File: src/rtl/dlw_pkg.sv
package dlw_pkg;
  typedef enum logic [2:0] {
    E_NONE  = 3'd0,
    E_LIST  = 3'd1,
    E_SIZE  = 3'd2,
    E_BIG   = 3'd3,
    E_ALIGN = 3'd4,
    E_CROSS = 3'd5
  } fault_e;

  typedef enum logic [2:0] {
    S_IDLE, S_FETCH, S_PARSE, S_ISSUE, S_WAIT, S_STALL
  } walk_e;

  localparam int ELEM_BYTES = 8;
  localparam int PAUSE_BIT  = 63;
  localparam int CNT_LSB    = 32;
  localparam int LO_W       = 32;
endpackage

File: src/rtl/dlw_elem_check.sv
module dlw_elem_check
  import dlw_pkg::*;
#(
  parameter int SIZE_W   = 15,
  parameter int MAX_XFER = 16384
) (
  input  logic [SIZE_W-1:0] size,
  input  logic [31:0]       ea_lo,
  input  logic [3:0]        lsa_lo,
  input  logic              mode64,
  output fault_e            fault
);
  logic        too_big, small_ok, bad_size, misalign, crosses;
  logic [3:0]  nat_mask;
  logic [32:0] end_addr;

  always_comb begin
    too_big  = int'(size) > MAX_XFER;
    small_ok = size inside {SIZE_W'(1), SIZE_W'(2), SIZE_W'(4), SIZE_W'(8)};
    bad_size = !(small_ok || size[3:0] == 4'd0);
    nat_mask = (size < SIZE_W'(16)) ? (size[3:0] - 4'd1) : 4'hF;
    misalign = (size != '0) &&
               (((ea_lo[3:0] & nat_mask) != 4'd0) || (lsa_lo != ea_lo[3:0]));
    end_addr = {1'b0, ea_lo} + 33'(size);
    crosses  = mode64 && (end_addr > 33'h1_0000_0000);
    if (too_big)       fault = E_BIG;
    else if (bad_size) fault = E_SIZE;
    else if (misalign) fault = E_ALIGN;
    else if (crosses)  fault = E_CROSS;
    else               fault = E_NONE;
  end
endmodule

File: src/rtl/dlw_progress.sv
module dlw_progress #(
  parameter int LS_AW  = 18,
  parameter int SIZE_W = 15
) (
  input  logic              clk,
  input  logic              rst,
  input  logic              load,
  input  logic [LS_AW-1:0]  ld_lsa,
  input  logic [LS_AW-1:0]  ld_list,
  input  logic [LS_AW-1:0]  ld_left,
  input  logic              step,
  input  logic [SIZE_W-1:0] step_size,
  output logic [LS_AW-1:0]  cur_lsa,
  output logic [LS_AW-1:0]  cur_list,
  output logic [LS_AW-1:0]  left
);
  localparam logic [LS_AW-1:0] STRIDE = LS_AW'(8);

  always_ff @(posedge clk) begin
    if (rst) begin
      cur_lsa  <= '0;
      cur_list <= '0;
      left     <= '0;
    end else if (load) begin
      cur_lsa  <= ld_lsa;
      cur_list <= ld_list;
      left     <= ld_left;
    end else if (step) begin
      cur_lsa  <= cur_lsa + LS_AW'(step_size);
      cur_list <= cur_list + STRIDE;
      left     <= left - STRIDE;
    end
  end
endmodule

File: src/rtl/dlw_stall_flags.sv
module dlw_stall_flags #(
  parameter int NUM_TAGS = 32,
  parameter int TAG_W    = $clog2(NUM_TAGS)
) (
  input  logic                clk,
  input  logic                rst,
  input  logic                set_stb,
  input  logic [TAG_W-1:0]    set_tag,
  input  logic                clr_stb,
  input  logic [NUM_TAGS-1:0] clr_mask,
  output logic [NUM_TAGS-1:0] flags
);
  always_ff @(posedge clk) begin
    if (rst) begin
      flags <= '0;
    end else begin
      for (int t = 0; t < NUM_TAGS; t++) begin
        if (set_stb && set_tag == TAG_W'(t)) flags[t] <= 1'b1;
        else if (clr_stb && clr_mask[t])     flags[t] <= 1'b0;
      end
    end
  end
endmodule

File: src/rtl/dma_list_walker.sv
module dma_list_walker
  import dlw_pkg::*;
#(
  parameter int LS_AW    = 18,
  parameter int NUM_TAGS = 32,
  parameter int MAX_XFER = 16384,
  parameter int SIZE_W   = $clog2(MAX_XFER) + 1,
  parameter int TAG_W    = $clog2(NUM_TAGS)
) (
  input  logic                clk,
  input  logic                rst,
  input  logic                cmd_valid,
  output logic                cmd_ready,
  input  logic [LS_AW-1:0]    cmd_list_addr,
  input  logic [LS_AW-1:0]    cmd_list_bytes,
  input  logic [LS_AW-1:0]    cmd_buf_addr,
  input  logic [31:0]         cmd_ea_hi,
  input  logic [TAG_W-1:0]    cmd_tag,
  input  logic                cmd_mode64,
  output logic                ls_rd_en,
  output logic [LS_AW-1:0]    ls_rd_addr,
  input  logic [63:0]         ls_rd_data,
  output logic                xfr_valid,
  input  logic                xfr_ready,
  output logic [63:0]         xfr_ea,
  output logic [LS_AW-1:0]    xfr_lsa,
  output logic [SIZE_W-1:0]   xfr_size,
  input  logic                xfr_done,
  output logic [NUM_TAGS-1:0] stall_status,
  input  logic                stall_clr_valid,
  input  logic [NUM_TAGS-1:0] stall_clr_mask,
  output logic [LS_AW-1:0]    prog_lsa,
  output logic [LS_AW-1:0]    prog_list_addr,
  output logic [LS_AW-1:0]    prog_left,
  output logic                busy,
  output logic                done_pulse,
  output logic                err_pulse,
  output logic [2:0]          err_code
);
  localparam logic [LS_AW-1:0] LAST_LEFT = LS_AW'(ELEM_BYTES);

  walk_e              state;
  fault_e             err_q, e_fault;
  logic [31:0]        ea_hi_q;
  logic [TAG_W-1:0]   tag_q;
  logic               mode_q, hold_pause_q;
  logic [SIZE_W-1:0]  hold_size_q;

  logic [SIZE_W-1:0]  e_size;
  logic               e_pause;
  logic [LO_W-1:0]    e_lo;
  logic               cmd_fire, list_bad, zero_elem, step, step_pause, stall_set;
  logic [SIZE_W-1:0]  step_size;

  assign e_size  = ls_rd_data[CNT_LSB +: SIZE_W];
  assign e_pause = ls_rd_data[PAUSE_BIT];
  assign e_lo    = ls_rd_data[LO_W-1:0];

  assign cmd_ready  = (state == S_IDLE);
  assign busy       = (state != S_IDLE);
  assign cmd_fire   = cmd_valid && cmd_ready;
  assign list_bad   = (cmd_list_addr[2:0] != 3'd0) || (cmd_list_bytes[2:0] != 3'd0);
  assign ls_rd_en   = (state == S_FETCH);
  assign ls_rd_addr = prog_list_addr;
  assign xfr_valid  = (state == S_ISSUE);
  assign err_code   = err_q;

  assign zero_elem  = (state == S_PARSE) && (e_fault == E_NONE) && (e_size == '0);
  assign step       = ((state == S_WAIT) && xfr_done) || zero_elem;
  assign step_pause = (state == S_WAIT) ? hold_pause_q : e_pause;
  assign step_size  = (state == S_WAIT) ? hold_size_q : '0;
  assign stall_set  = step && step_pause;

  dlw_elem_check #(.SIZE_W(SIZE_W), .MAX_XFER(MAX_XFER)) u_check (
    .size(e_size), .ea_lo(e_lo), .lsa_lo(prog_lsa[3:0]), .mode64(mode_q), .fault(e_fault)
  );

  dlw_progress #(.LS_AW(LS_AW), .SIZE_W(SIZE_W)) u_prog (
    .clk(clk), .rst(rst), .load(cmd_fire), .ld_lsa(cmd_buf_addr),
    .ld_list(cmd_list_addr), .ld_left(cmd_list_bytes), .step(step),
    .step_size(step_size), .cur_lsa(prog_lsa), .cur_list(prog_list_addr), .left(prog_left)
  );

  dlw_stall_flags #(.NUM_TAGS(NUM_TAGS), .TAG_W(TAG_W)) u_stall (
    .clk(clk), .rst(rst), .set_stb(stall_set), .set_tag(tag_q),
    .clr_stb(stall_clr_valid), .clr_mask(stall_clr_mask), .flags(stall_status)
  );

  always_ff @(posedge clk) begin
    if (rst) begin
      state        <= S_IDLE;
      err_q        <= E_NONE;
      done_pulse   <= 1'b0;
      err_pulse    <= 1'b0;
      ea_hi_q      <= '0;
      tag_q        <= '0;
      mode_q       <= 1'b0;
      hold_pause_q <= 1'b0;
      hold_size_q  <= '0;
      xfr_ea       <= '0;
      xfr_lsa      <= '0;
      xfr_size     <= '0;
    end else begin
      done_pulse <= 1'b0;
      err_pulse  <= 1'b0;
      case (state)
        S_IDLE: if (cmd_fire) begin
          ea_hi_q <= cmd_ea_hi;
          tag_q   <= cmd_tag;
          mode_q  <= cmd_mode64;
          err_q   <= E_NONE;
          if (list_bad) begin
            err_pulse <= 1'b1;
            err_q     <= E_LIST;
          end else if (cmd_list_bytes == '0) begin
            done_pulse <= 1'b1;
          end else begin
            state <= S_FETCH;
          end
        end
        S_FETCH: state <= S_PARSE;
        S_PARSE: begin
          if (e_fault != E_NONE) begin
            err_pulse <= 1'b1;
            err_q     <= e_fault;
            state     <= S_IDLE;
          end else if (e_size == '0) begin
            if (e_pause) state <= S_STALL;
            else if (prog_left == LAST_LEFT) begin
              done_pulse <= 1'b1;
              state      <= S_IDLE;
            end else state <= S_FETCH;
          end else begin
            hold_pause_q <= e_pause;
            hold_size_q  <= e_size;
            xfr_ea       <= {ea_hi_q, e_lo};
            xfr_lsa      <= prog_lsa;
            xfr_size     <= e_size;
            state        <= S_ISSUE;
          end
        end
        S_ISSUE: if (xfr_ready) state <= S_WAIT;
        S_WAIT: if (xfr_done) begin
          if (hold_pause_q) state <= S_STALL;
          else if (prog_left == LAST_LEFT) begin
            done_pulse <= 1'b1;
            state      <= S_IDLE;
          end else state <= S_FETCH;
        end
        S_STALL: if (!stall_status[tag_q]) begin
          if (prog_left == '0) begin
            done_pulse <= 1'b1;
            state      <= S_IDLE;
          end else state <= S_FETCH;
        end
        default: state <= S_IDLE;
      endcase
    end
  end
endmodule

File: config.mk
export PLATFORM = sky130hd
export DESIGN_NAME = dma_list_walker
export DESIGN_NICKNAME = d
export VERILOG_FILES = /design/src/rtl/dlw_pkg.sv /design/src/rtl/dlw_elem_check.sv /design/src/rtl/dlw_progress.sv /design/src/rtl/dlw_stall_flags.sv /design/src/rtl/dma_list_walker.sv
export SDC_FILE = /design/constraint.sdc
export NUM_CORES = 1
export LEC_CHECK = 0
export CAP_MARGIN = 0
export CORE_UTILIZATION = 43
export CTS_CLUSTER_DIAMETER = 80
export DETAILED_ROUTE_END_ITERATION = 10
export GPL_TIMING_DRIVEN = 0
export PLACE_DENSITY = 0.8
export SYNTH_ARGS = -nofsm -noshare
export SYNTH_HDL_FRONTEND = slang
export SYNTH_SLANG_ARGS = --single-unit
File: constraint.sdc
create_clock -name clk -period 4.5 [get_ports clk]
set_clock_uncertainty 0.2 [all_clocks]
set_input_delay 0.9 -clock clk [delete_from_list [all_inputs] [get_ports clk]]
set_output_delay 0.9 -clock clk [all_outputs]
set_load 0.05 [all_outputs]
## Word level (Yosys, flattened, before mapping)

Index checks and enable logic that the tools add are counted.

| word-level totals | value |
|---|---|
| register bits | 230 |
| bits of input ports | 194 |
| output and inout port bits | 210 |

| operators by class | value |
|---|---|
| mux-type cells | 112 |
| reductions and logical operators | 127 |
| add/sub/neg operators | 5 |
| bitwise logic cells | 3 |
| $lt $le $gt $ge | 4 |
| eq/ne operators | 49 |

Operator list:

| kind | count |
|---|---|
| 18-bit two-way mux | 6 |
| 1-bit two-way mux | 83 |
| 5-bit equality test, second input constant | 16 |
| 1-bit logical AND | 71 |
| 2-bit nonzero test | 34 |
| 3-bit two-way mux | 16 |
| 5-bit by 4-bit equality test with 1-bit output, second input constant | 8 |
| 18-bit logical NOT | 2 |
| 32-bit by 15-bit adder with 33-bit output | 1 |
| 33-bit > comparator, second input constant | 1 |
| 5-bit by 3-bit equality test with 1-bit output, second input constant | 4 |
| 18-bit by 15-bit adder with 18-bit output | 1 |
| 18-bit by 4-bit adder with 18-bit output, second input constant | 1 |
| 18-bit by 4-bit equality test with 1-bit output, second input constant | 1 |
| 3-bit case mux with 6 select lines | 1 |
| 18-bit by 4-bit subtractor with 18-bit output, second input constant | 1 |
| 15-bit by 1-bit equality test with 1-bit output, second input constant | 1 |
| 15-bit by 2-bit equality test with 1-bit output, second input constant | 1 |
| 15-bit by 3-bit equality test with 1-bit output, second input constant | 1 |
| 15-bit by 4-bit equality test with 1-bit output, second input constant | 1 |
| 15-bit > comparator, second input constant | 1 |
| 15-bit logical NOT | 1 |
| 15-bit by 5-bit < comparator with 1-bit output, second input constant | 1 |
| 15-bit two-way mux | 1 |
| 27 further kinds | 45 |

## Logic depth before layout (Yosys ltp)

Gate-level depths: netlist (run 1).

| depth | value |
|---|---|
| word-level depth | 16 |
| gate-level depth with buffers | 19 |
| depth with buffers taken out | 18 |

## Hierarchy

From an unflattened synthesis (run 1), not the netlist that was laid out.

| second synthesis, totals | value |
|---|---|
| cells, all modules | 1555 |
| area total of the unflattened synthesis | 12145.4 µm² |

Modules (own cells, without submodules):

| module | area each (µm²) | cells each | seq. area each (µm²) | times used |
|---|---|---|---|---|
| dma_list_walker | 5848.1 | 756 | 2882.8 | 1 |
| dlw_progress | 3313.2 | 417 | 1081.0 | 1 |
| dlw_elem_check | 1747.9 | 266 | 0.0 | 1 |
| dlw_stall_flags | 1236.2 | 116 | 640.6 | 1 |

## Worst setup path after synthesis (run 1)

OpenSTA, ideal clock, no wires.

| timing | value |
|---|---|
| path kind | input -> register |
| start | input port ls_rd_data[0] |
| end | register xfr_ea[29] |
| data required time | 4184 ps |
| stages on the path | 14 |
| path buffers | 2 |
| arrival time | 4228 ps |
| library setup time | 116 ps |
| path slack | -43 ps |
| path through | ha_1 -> fa_1 -> a21o_1 -> a221oi_2 -> o21ai_1 -> a311o_1 -> xor2_1 -> or4_4 -> o21ai_4 -> and4_1 -> buf_6 -> buf_2 -> nor3b_1 -> a31o_1 |

| between the ends | value |
|---|---|
| longest elaborated chain between the ends | 10 |
| elaborated cells between the ends (all ways) | 15 |

RTL lines:

| item | RTL line | source |
|---|---|---|
| start, declared | dma_list_walker.sv:22 | `input logic [63:0] ls_rd_data,` |
| 32-bit by 15-bit adder with 33-bit output / 4-bit AND (equally long branches) | dlw_elem_check.sv:24, dlw_elem_check.sv:23 |  |
| 33-bit > comparator / 4-bit nonzero test (equally long branches) | dlw_elem_check.sv:25, dlw_elem_check.sv:23 |  |
| 1-bit logical AND / 1-bit logical OR (equally long branches) | dlw_elem_check.sv:25, dlw_elem_check.sv:23 |  |
| 3-bit two-way mux / 1-bit logical AND (equally long branches) | dlw_elem_check.sv:29, dlw_elem_check.sv:22 |  |
| 3-bit two-way mux * | dlw_elem_check.sv:28 | `else if (misalign) fault = E_ALIGN;` |
| 3-bit two-way mux * | dlw_elem_check.sv:27 | `else if (bad_size) fault = E_SIZE;` |
| 3-bit two-way mux * | dlw_elem_check.sv:26 | `if (too_big) fault = E_BIG;` |
| 3-bit nonzero test * | dma_list_walker.sv:123 | `if (e_fault != E_NONE) begin` |
| 1-bit NOT (no line) * | n/a |  |
| 3-bit AND reduction (no line) * | n/a |  |
| end signal, assigned | dma_list_walker.sv:136 | `xfr_ea <= {ea_hi_q, e_lo};` |
| end, declared | dma_list_walker.sv:25 | `output logic [63:0] xfr_ea,` |

Every way passes the cells marked *; elsewhere a longest branch is shown, timed or not.
A chain may end at the register's enable or synchronous reset.

## Worst setup path in the final report (run 1)

| timing | value |
|---|---|
| start | input port ls_rd_data[43] |
| end | register xfr_ea[40] |

| between the ends | value |
|---|---|
| longest elaborated chain between the ends | 12 |
| elaborated cells between the ends (all ways) | 26 |

RTL lines:

| item |
|---|
| parallel branches: the longest is 11 deep, another holds 32-bit by 15-bit adder with 33-bit output |
| 3-bit AND reduction (no line) * |

Mark *: on every way between the ends.

==> results of run 1 <==
repair_timing:
action,in CTS,in global routing
setup endpoints to repair,184,171
hold buffers,0,0
gates cloned,1,0
pin swaps,17,18
gates resized for setup,71,59
endpoints found under the hold margin,0,0
buffers inserted,10,11
cell type report:
class | instances | area [sq um]
multi-input cells | 1140 | 7400
fillers | 2425 | 10400
plain buffers | 129 | 727
well taps | 384 | 480
repair buffers | 406 | 4010
flip-flops and latches | 230 | 4600
clock buffers | 30 | 676
clock inverters | 18 | 199
inverters | 29 | 109
cells in the final DEF, fill, tap and decap left out, types with 10 or more instances in the layout:
cell type,count
dfxtp_1,230
dlymetal6s2s_1,10
o21ai_0,40
xor2_1,21
o21a_1,12
o221ai_1,10
a32o_1,24
inv_1,29
xnor2_1,17
clkbuf_1,67
nor4_1,17
buf_2,14
nor2_1,84
nand3_1,85
clkbuf_2,15
nor3_1,34
buf_4,48
o22ai_1,15
and2_1,22
clkbuf_16,26
mux4_2,10
nor3b_1,39
clkdlybuf4s50_1,355
ha_1,27
nand2_1,244
a31o_1,41
a21o_1,10
a211oi_1,12
o21ai_1,63
nand4_1,17
a21oi_1,100
and3_1,26
Yosys cell counts (5+ instances only):
cell	instances	share of area
or2_2	8	0.0040
o21ai_1	68	0.027
o21ai_0	40	0.016
nand3_1	90	0.036
and2_1	22	0.011
ha_1	36	0.036
a21o_1	10	0.0060
clkbuf_1	72	0.022
nor4_4	5	0.0085
a2111oi_0	6	0.0042
and3_1	26	0.013
nand4_1	17	0.0085
mux2i_1	8	0.0064
a21oi_1	104	0.042
nand2b_1	6	0.0030
a32o_1	24	0.019
buf_1	7	0.0021
buf_6	6	0.0054
buf_4	27	0.016
o221a_2	5	0.0045
xor2_1	21	0.015
mux4_2	10	0.018
nor3_1	34	0.014
a31o_1	41	0.029
o211ai_1	9	0.0054
nor2b_1	9	0.0045
nor2_1	85	0.026
o221ai_1	10	0.0070
or3_1	7	0.0035
xnor2_1	17	0.012
inv_1	29	0.0087
nand2_1	245	0.074
nor4_1	19	0.0095
dfxtp_1	230	0.37
o21a_1	12	0.0072
a211oi_1	12	0.0072
nor3b_1	39	0.023
o22ai_1	15	0.0075
buf_2	18	0.0072
a31oi_1	7	0.0035
and4_1	6	0.0042
layer usage:
| metal | global-route usage | part of all wire |
|---|---|---|
| met2 | 0.564 | 0.48 |
| met1 | 0.391 | 0.40 |
| met3 | 0.0543 | 0.081 |
| met5 | 0 | 0.00026 |
| met4 | 0.117 | 0.038 |
sequential cells by signal, summed over array words and instances, names as in the netlist:
signal,count
xfr_ea,64
ea_hi_q,32
u_stall.flags,32
u_prog.cur_list,18
u_prog.cur_lsa,18
u_prog.left,18
xfr_lsa,18
hold_size_q,15
tag_q,5
err_code,3
state,3
done_pulse,1
err_pulse,1
hold_pause_q,1
mode_q,1
tightest hold or removal path: cells and delay by family (launching register included):
family | cells | cell delay (ns)
DFF | 1 | 0.31
and+or+nand+nor | 1 | 0.05
AOI/OAI and AO/OA | 1 | 0.05
per-stage QoR:
step / setup TNS (ns) / cells / cell area [sq um]
finish: 0 / 2366 / 18200
global placement: -216.87 / 2301 / 16800
global route: -0.0140 / 2366 / 18200
floorplan: -0.0135 / 1533 / 12500
CTS: 0 / 2355 / 18000
detailed placement: -229.59 / 2301 / 16800
path summary, 6_finish.rpt:
check                                    endpoint  slack, ns  cells after the start
setup / recovery          xfr_ea[40]$_SDFFE_PP0P_       0.08                     17
hold / removal            xfr_ea[46]$_SDFFE_PP0P_       0.25                      2
setup reg to reg  u_prog.cur_lsa[17]$_SDFFE_PP0P_       0.18                     18
hold reg to reg           xfr_ea[46]$_SDFFE_PP0P_       0.25                      2
logic make-up after synthesis:
| kind of cell | Yosys count |
|---|---|
| AOI/OAI and AO/OA | 407 |
| xor gates and xnor gates | 38 |
| adders and majority gates | 38 |
| buffers and inverters | 163 |
| DFF | 230 |
| muxes | 18 |
| and+or+nand+nor | 639 |
power by group through the flow:
stage | registers [mW] | clock network, mW | logic [mW]
after floorplan | 2.31 | 0 | 0.448
after detailed placement | 2.21 | 0 | 0.994
after CTS | 2.16 | 2.19 | 1.02
final | 2.17 | 2.19 | 1.06
after global routing | 2.17 | 2.27 | 1.12
after global placement | 2.21 | 0 | 0.980
==> summary.md, run 1 <==
| Metric | Value |
|---|---|
| Longest Clk Path Bufs | `3` |
| Root Driver | `clkbuf_16` |
| Syn_nets | `1765` |
| Sw Pwr | `1.63 mW` |
| GR Util All Layers | `0.320` |
| Worst EP arrival | `4.69 ns` |
| Total length of routed wires | `50.3 mm` |
| Cell Area, Synth | `0.0125 sq mm` |
| Largest net degree at the start of global routing | `15` |
| First-pass GRT wire length | `75.6 mm` |
| Net count, final | `2194` |
| Post-synthesis cell count | `1533` |
| Post-synth EDFFs | `0` |
| Total number of vias | `13952` |
| Crit. End Element | `flip-flop` |
| Prevailing post-synth register cell | `dfxtp_1` |
| Area grow syn2layout | `45.5%` |
| Antenna Cells | `0` |
| TritonCTS clock tree | `yes` |
| Critical path class | `input pin to flip-flop` |
| Initial detailed-routing violation count | `1206` |
| CTS clk-pin slew, worst paths | `0.06 ns` |
| Insertion delay to the later sink of the worst-skew pair | `0.54 ns` |
| CP top delay family | `buffers and inverters` |
| Share of cells above drive strength 1 | `0.113` |
| Post-layout min period | `4.42 ns` |
| LEAKAGE | `6.80 nW` |
| Sw Share | `0.301` |
| Status | `finished, final reports clean` |
| Sequential power share | `0.400` |
| Final worst path period share | `0.983` |
| Vias in the first global route | `13437` |
| H-tree depth | `1` |
| Routed Antenna Nets | `0` |
| Slowest CP cell | `or4_4` |
| Final setup vio count | `0` |
| Post-synthesis compound-gate area fraction | `0.219` |
| Routability cong. | `0.943` |
| Remaining routing DRC violations | `0` |
| Num CTS Buffers | `26` |
| Largest family of logic cells by synthesized area | `simple AND/OR/NAND/NOR gates` |
| Synth Warn # | `0` |
| Post-DP HPWL | `38.2 mm` |
| Detailed-router iteration count before antenna repair | `5` |
| VDD IR max | `270 uV` |
| Worst R2R Start | `state[1]$_SDFFE_PP0P_` |
| Final Core Density | `0.636` |
| Max-cap violation count | `0` |
| Critical Path Source | `ls_rd_data[43]` |
| DP Worst Slack | `-1.46 ns` |
| Hold WS | `0.250 ns` |
| Post-synthesis simple-gate area fraction | `0.260` |
| Critical Path Start Type | `input pin` |
| Core box area | `0.0286 sq mm` |
| Slew margin rel. | `0.295` |
| # rows | `62` |
| Synthesized-area fraction occupied by adder cells | `0.0392` |
| Crit path required time | `4.76 ns` |
| Hold Crit Start | `xfr_ea[46]$_SDFFE_PP0P_` |
| Setup ws final | `0.0750 ns` |
| Post-synthesis register bit count | `230` |
| Vias/cell | `5.90` |
| Die Height | `173 um` |
| Int Power | `3.78 mW` |
| I/O pin cnt | `404` |
| Clk sinks | `230` |
| Pwr Total | `5.41 mW` |
| Final Hold Viols | `0` |
| Distinct cell type count after synthesis | `83` |
| Starting Density | `0.437` |
| Post-synthesis mux area share | `0.0244` |
| Combinational power share | `0.195` |
| Routed len/inst | `21.2 um` |
| Slew Limit Fails | `0` |
| Bufs and invs on worst path | `5` |
| Gr ovfl total | `0` |
| Power Dens Cells | `297 mW/mm^2` |
| Worst Hold Class | `flip-flop to flip-flop` |
| Die area | `0.0298 sq mm` |
| Clock power frac | `0.404` |
| Worst slew pin tran | `1.04 ns` |
| Initial antenna violation count | `1` |
| Achievable Freq | `226 MHz` |
| Die X | `173 um` |
| Post-Syn Area per Cell | `8.16 sq um` |
| Crit-path cells | `clkdlybuf4s50_1, ha_1, clkbuf_4, a21oi_1, o211a_1, o211ai_2, nand2_2, nor4_2, mux2i_1, or4_4, o21ai_4, and4_4, buf_12, bufbuf_16, buf_8, nand3_1, o21ai_1` |
| IO buf count | `384` |
| Sequential fraction of the synthesis area | `0.368` |
| Crit Path Max Fanout | `10` |
| CP max stage delay | `0.58 ns` |
| XOR/XNOR Fraction of Synth Area | `0.0266` |
| Asr flop ratio synth | `0` |
Note: power is estimated with default switching activity, not from simulation.
==> inputs of run 2 (changes only) <==
Settings changed: ABC_AREA set to 1, CORE_UTILIZATION 43 to 44.
==> run 2 against run 1 <==
Sequential power increased by 12%; count of clock-buffer cells in the layout increased by 8; highest routed layer unchanged; critical endpoint is now xfr_ea[0]$_SDFFE_PP0P_; routed wire length increased by 3.0%; sequential cell count unchanged; first-iteration DRC count decreased by 10%; critical path type unchanged; global-route usage decreased by 0.24 points.
==> summary.md, run 2 <==
| Metric | Value |
|---|---|
| Clk sinks | `230` |
| Top post-synthesis cells by count | `529 x nand2_1, 257 x inv_1, 230 x dfxtp_1` |
| Setup TNS | `0 ns` |
| Pwr Total | `7.28 mW` |
| Core box area | `0.0306 sq mm` |
| Cell repeated most along the worst path | `nand2_1` |
| Vias in the first global route | `14554` |
| Share of cells above drive strength 1 | `0.0802` |
| Slowest CP cell | `clkdlybuf4s50_1` |
| Area occupied by registers | `0.00460 sq mm` |
| Routability cong. | `0.991` |
| GR Util All Layers | `0.318` |
| Starting Density | `0.447` |
| CTS clk-pin slew, worst paths | `0.06 ns` |
| Post-Syn Area per Cell | `6.61 sq um` |
| Final setup vio count | `0` |
| Routed Antenna Nets | `0` |
| Hold Crit Start | `ea_hi_q[25]$_SDFFE_PP0P_` |
| Most frequent cell after synthesis | `nand2_1` |
| Asr flop ratio synth | `0` |
| Longest Clk Path Bufs | `3` |
| Final Hold Viols | `0` |
| Crit-path cells | `clkdlybuf4s50_1, ha_4, nand2_1, nand3_1, nand2_1, nand2_1, nand2_1, nand2_1, nand2_1, nand2_1, inv_1, nor2_1, nand3_1, nor2_1, nand2_1, nand2_1, nand2_2, nor2_4, nand2_1, buf_6, buf_2, nor2_2, nor2_1` |
| DP Worst Slack | `-0.646 ns` |
| LEAKAGE | `7.78 nW` |
| Placed cell count | `2850` |
| CP top delay family | `simple AND/OR/NAND/NOR gates` |
| Net count, final | `2716` |
| Total length of routed wires | `51.8 mm` |
| Root Driver | `clkbuf_16` |
| Sequential fraction of the synthesis area | `0.337` |
| Setup ws final | `0.263 ns` |
| Total number of vias | `15310` |
| Most flop-heavy register | `xfr_ea` |
| Slew Limit Fails | `0` |
| Num CTS Buffers | `27` |
| Dominant cell type by area after synthesis | `dfxtp_1` |
| Post-layout instance area | `0.0190 sq mm` |
| Routed len/inst | `17.8 um` |
| # hold bufs at CTS | `0` |
| IO buf count | `386` |
| Post-synth EDFFs | `0` |
| Cell Area, Synth | `0.0137 sq mm` |
| Max-cap violation count | `0` |
| Post-layout min period | `4.24 ns` |
| RSZ-0062 raised after global routing | `no` |
| TritonCTS clock tree | `yes` |
| # rows | `64` |
| Post-DP HPWL | `40.6 mm` |
| Crit Path Max Fanout | `10` |
| Crit path required time | `4.74 ns` |
| Critical Path Start Type | `input pin` |
| Synth Warn # | `0` |
| Worst EP arrival | `4.47 ns` |
| Top post-synthesis cells by area | `dfxtp_1 34%, nand2_1 15%, inv_1 7.1%` |
| H-tree depth | `1` |
| CP max stage delay | `0.61 ns` |
| Detailed-router iteration count before antenna repair | `7` |
| Largest net degree at the start of global routing | `15` |
| Initial detailed-routing violation count | `1083` |
| Die Height | `178 um` |
| VDD IR max | `328 uV` |
| Final worst path period share | `0.942` |
| Die area | `0.0318 sq mm` |
| Biggest registers after layout | `xfr_ea (64), ea_hi_q (32), u_stall.flags (32)` |
| Critical path class | `input pin to flip-flop` |
| Worst slew pin tran | `0.951 ns` |
| Prevailing post-synth register cell | `dfxtp_1` |
| Multi-input logic area | `0.00752 sq mm` |
| Dpl cell area | `0.0180 sq mm` |
| Slew margin rel. | `0.366` |
| Worst Hold Class | `flip-flop to flip-flop` |
| Vias/cell | `5.27` |
| Syn_nets | `2300` |
| Initial antenna violation count | `4` |
| Post-synthesis cell count | `2068` |
| Final-layout fill cell count | `2823` |
| Achievable Freq | `236 MHz` |
| First-pass GRT wire length | `78.7 mm` |
| Largest register FFs | `64` |
| Bufs and invs on worst path | `4` |
| Most frequent cells in the layout | `528 x nand2_1, 382 x clkdlybuf4s50_1, 257 x inv_1` |
| Most common cell after layout, fill and taps aside | `nand2_1` |
| I/O pin cnt | `404` |
| Remaining routing DRC violations | `0` |
| Status | `finished, final reports clean` |
| Distinct cell type count after synthesis | `45` |
| Area share of the largest cell type after synthesis | `0.337` |
| Die X | `178 um` |
| Area grow syn2layout | `39.1%` |
| Gr ovfl total | `0` |
| Post-synthesis register bit count | `230` |
| Crit. End Element | `flip-flop` |
| Finished Layout Cells | `2905` |
| Critical Path Source | `ls_rd_data[2]` |
| Worst R2R Start | `state[1]$_SDFFE_PP0P_` |
| Insertion delay to the later sink of the worst-skew pair | `0.56 ns` |
| Power Dens Cells | `382 mW/mm^2` |
[run 2: cell count changes in the layout (fill, tap and decap cells not counted), moves of 37 or more]
cell | before | now
a21oi_1 | 100 | 150
o21ai_1 | 63 | 5
o21ai_0 | 40 | 77
a21oi_2 | 2 | 79
o21a_1 | 12 | 92
inv_1 | 29 | 257
a31o_1 | 41 | 0
nor2_1 | 84 | 222
nand2_1 | 244 | 528
nor3b_1 | 39 | 1
[run 2: kinds of logic (layout without fill, tap and decap cells)]
kind of cell / Yosys count / in the layout / share of synthesized area
and+or+nand+nor: 961 / 961 / 0.291
buffers and inverters: 377 / 814 / 0.117
AOI/OAI and AO/OA: 440 / 440 / 0.206
adders and majority gates: 38 / 38 / 0.0359
DFF: 230 / 230 / 0.337
xor gates and xnor gates: 22 / 22 / 0.0141
other: 0 / 4 / 0
[run 2: metrics by stage]
| step | hold WS, ns | utilization |
|---|---|---|
| floorplan | 0.241 | - |
| global placement | 0.245 | 0.590 |
| detailed placement | 0.253 | 0.590 |
| CTS | 0.267 | 0.620 |
| global route | 0.279 | 0.622 |
| finish | 0.267 | 0.622 |
[run 2: per-layer routing]
layer	global-route usage	part of all wire
met5	0	0.00025
met4	0.131	0.041
met1	0.385	0.40
met3	0.0599	0.080
met2	0.550	0.48
[run 2: area by class of cell]
class | instances | area share
clock buffer | 38 | 0.0398
inverter | 265 | 0.0523
buffer | 112 | 0.0319
clock inverter | 12 | 0.00835
timing repair buffer | 387 | 0.204
multi-input combinational | 1461 | 0.395
tap | 396 | 0.0260
antenna | 4 | 0.000526
sequential | 230 | 0.242
[run 2: path summary, 6_finish.rpt]
check	end	slack, ns	cells after the start
setup / recovery	xfr_ea[0]$_SDFFE_PP0P_	0.26	23
hold / removal	xfr_ea[57]$_SDFFE_PP0P_	0.27	1
setup reg to reg	u_prog.cur_lsa[14]$_SDFFE_PP0P_	0.45	21
hold reg to reg	xfr_ea[57]$_SDFFE_PP0P_	0.27	1
[run 2: power breakdown]
group          internal, mW  total [mW]  switching (mW)
logic                 0.875        2.59            1.71
clock network          1.35        2.27           0.922
registers              2.20        2.42           0.214
total                  4.43        7.28            2.85
[run 2: timing repair]
item | in CTS | in global routing
setup buffers | 0 | 1
endpoints found under the setup margin | 87 | 176
resized for setup | 3 | 17
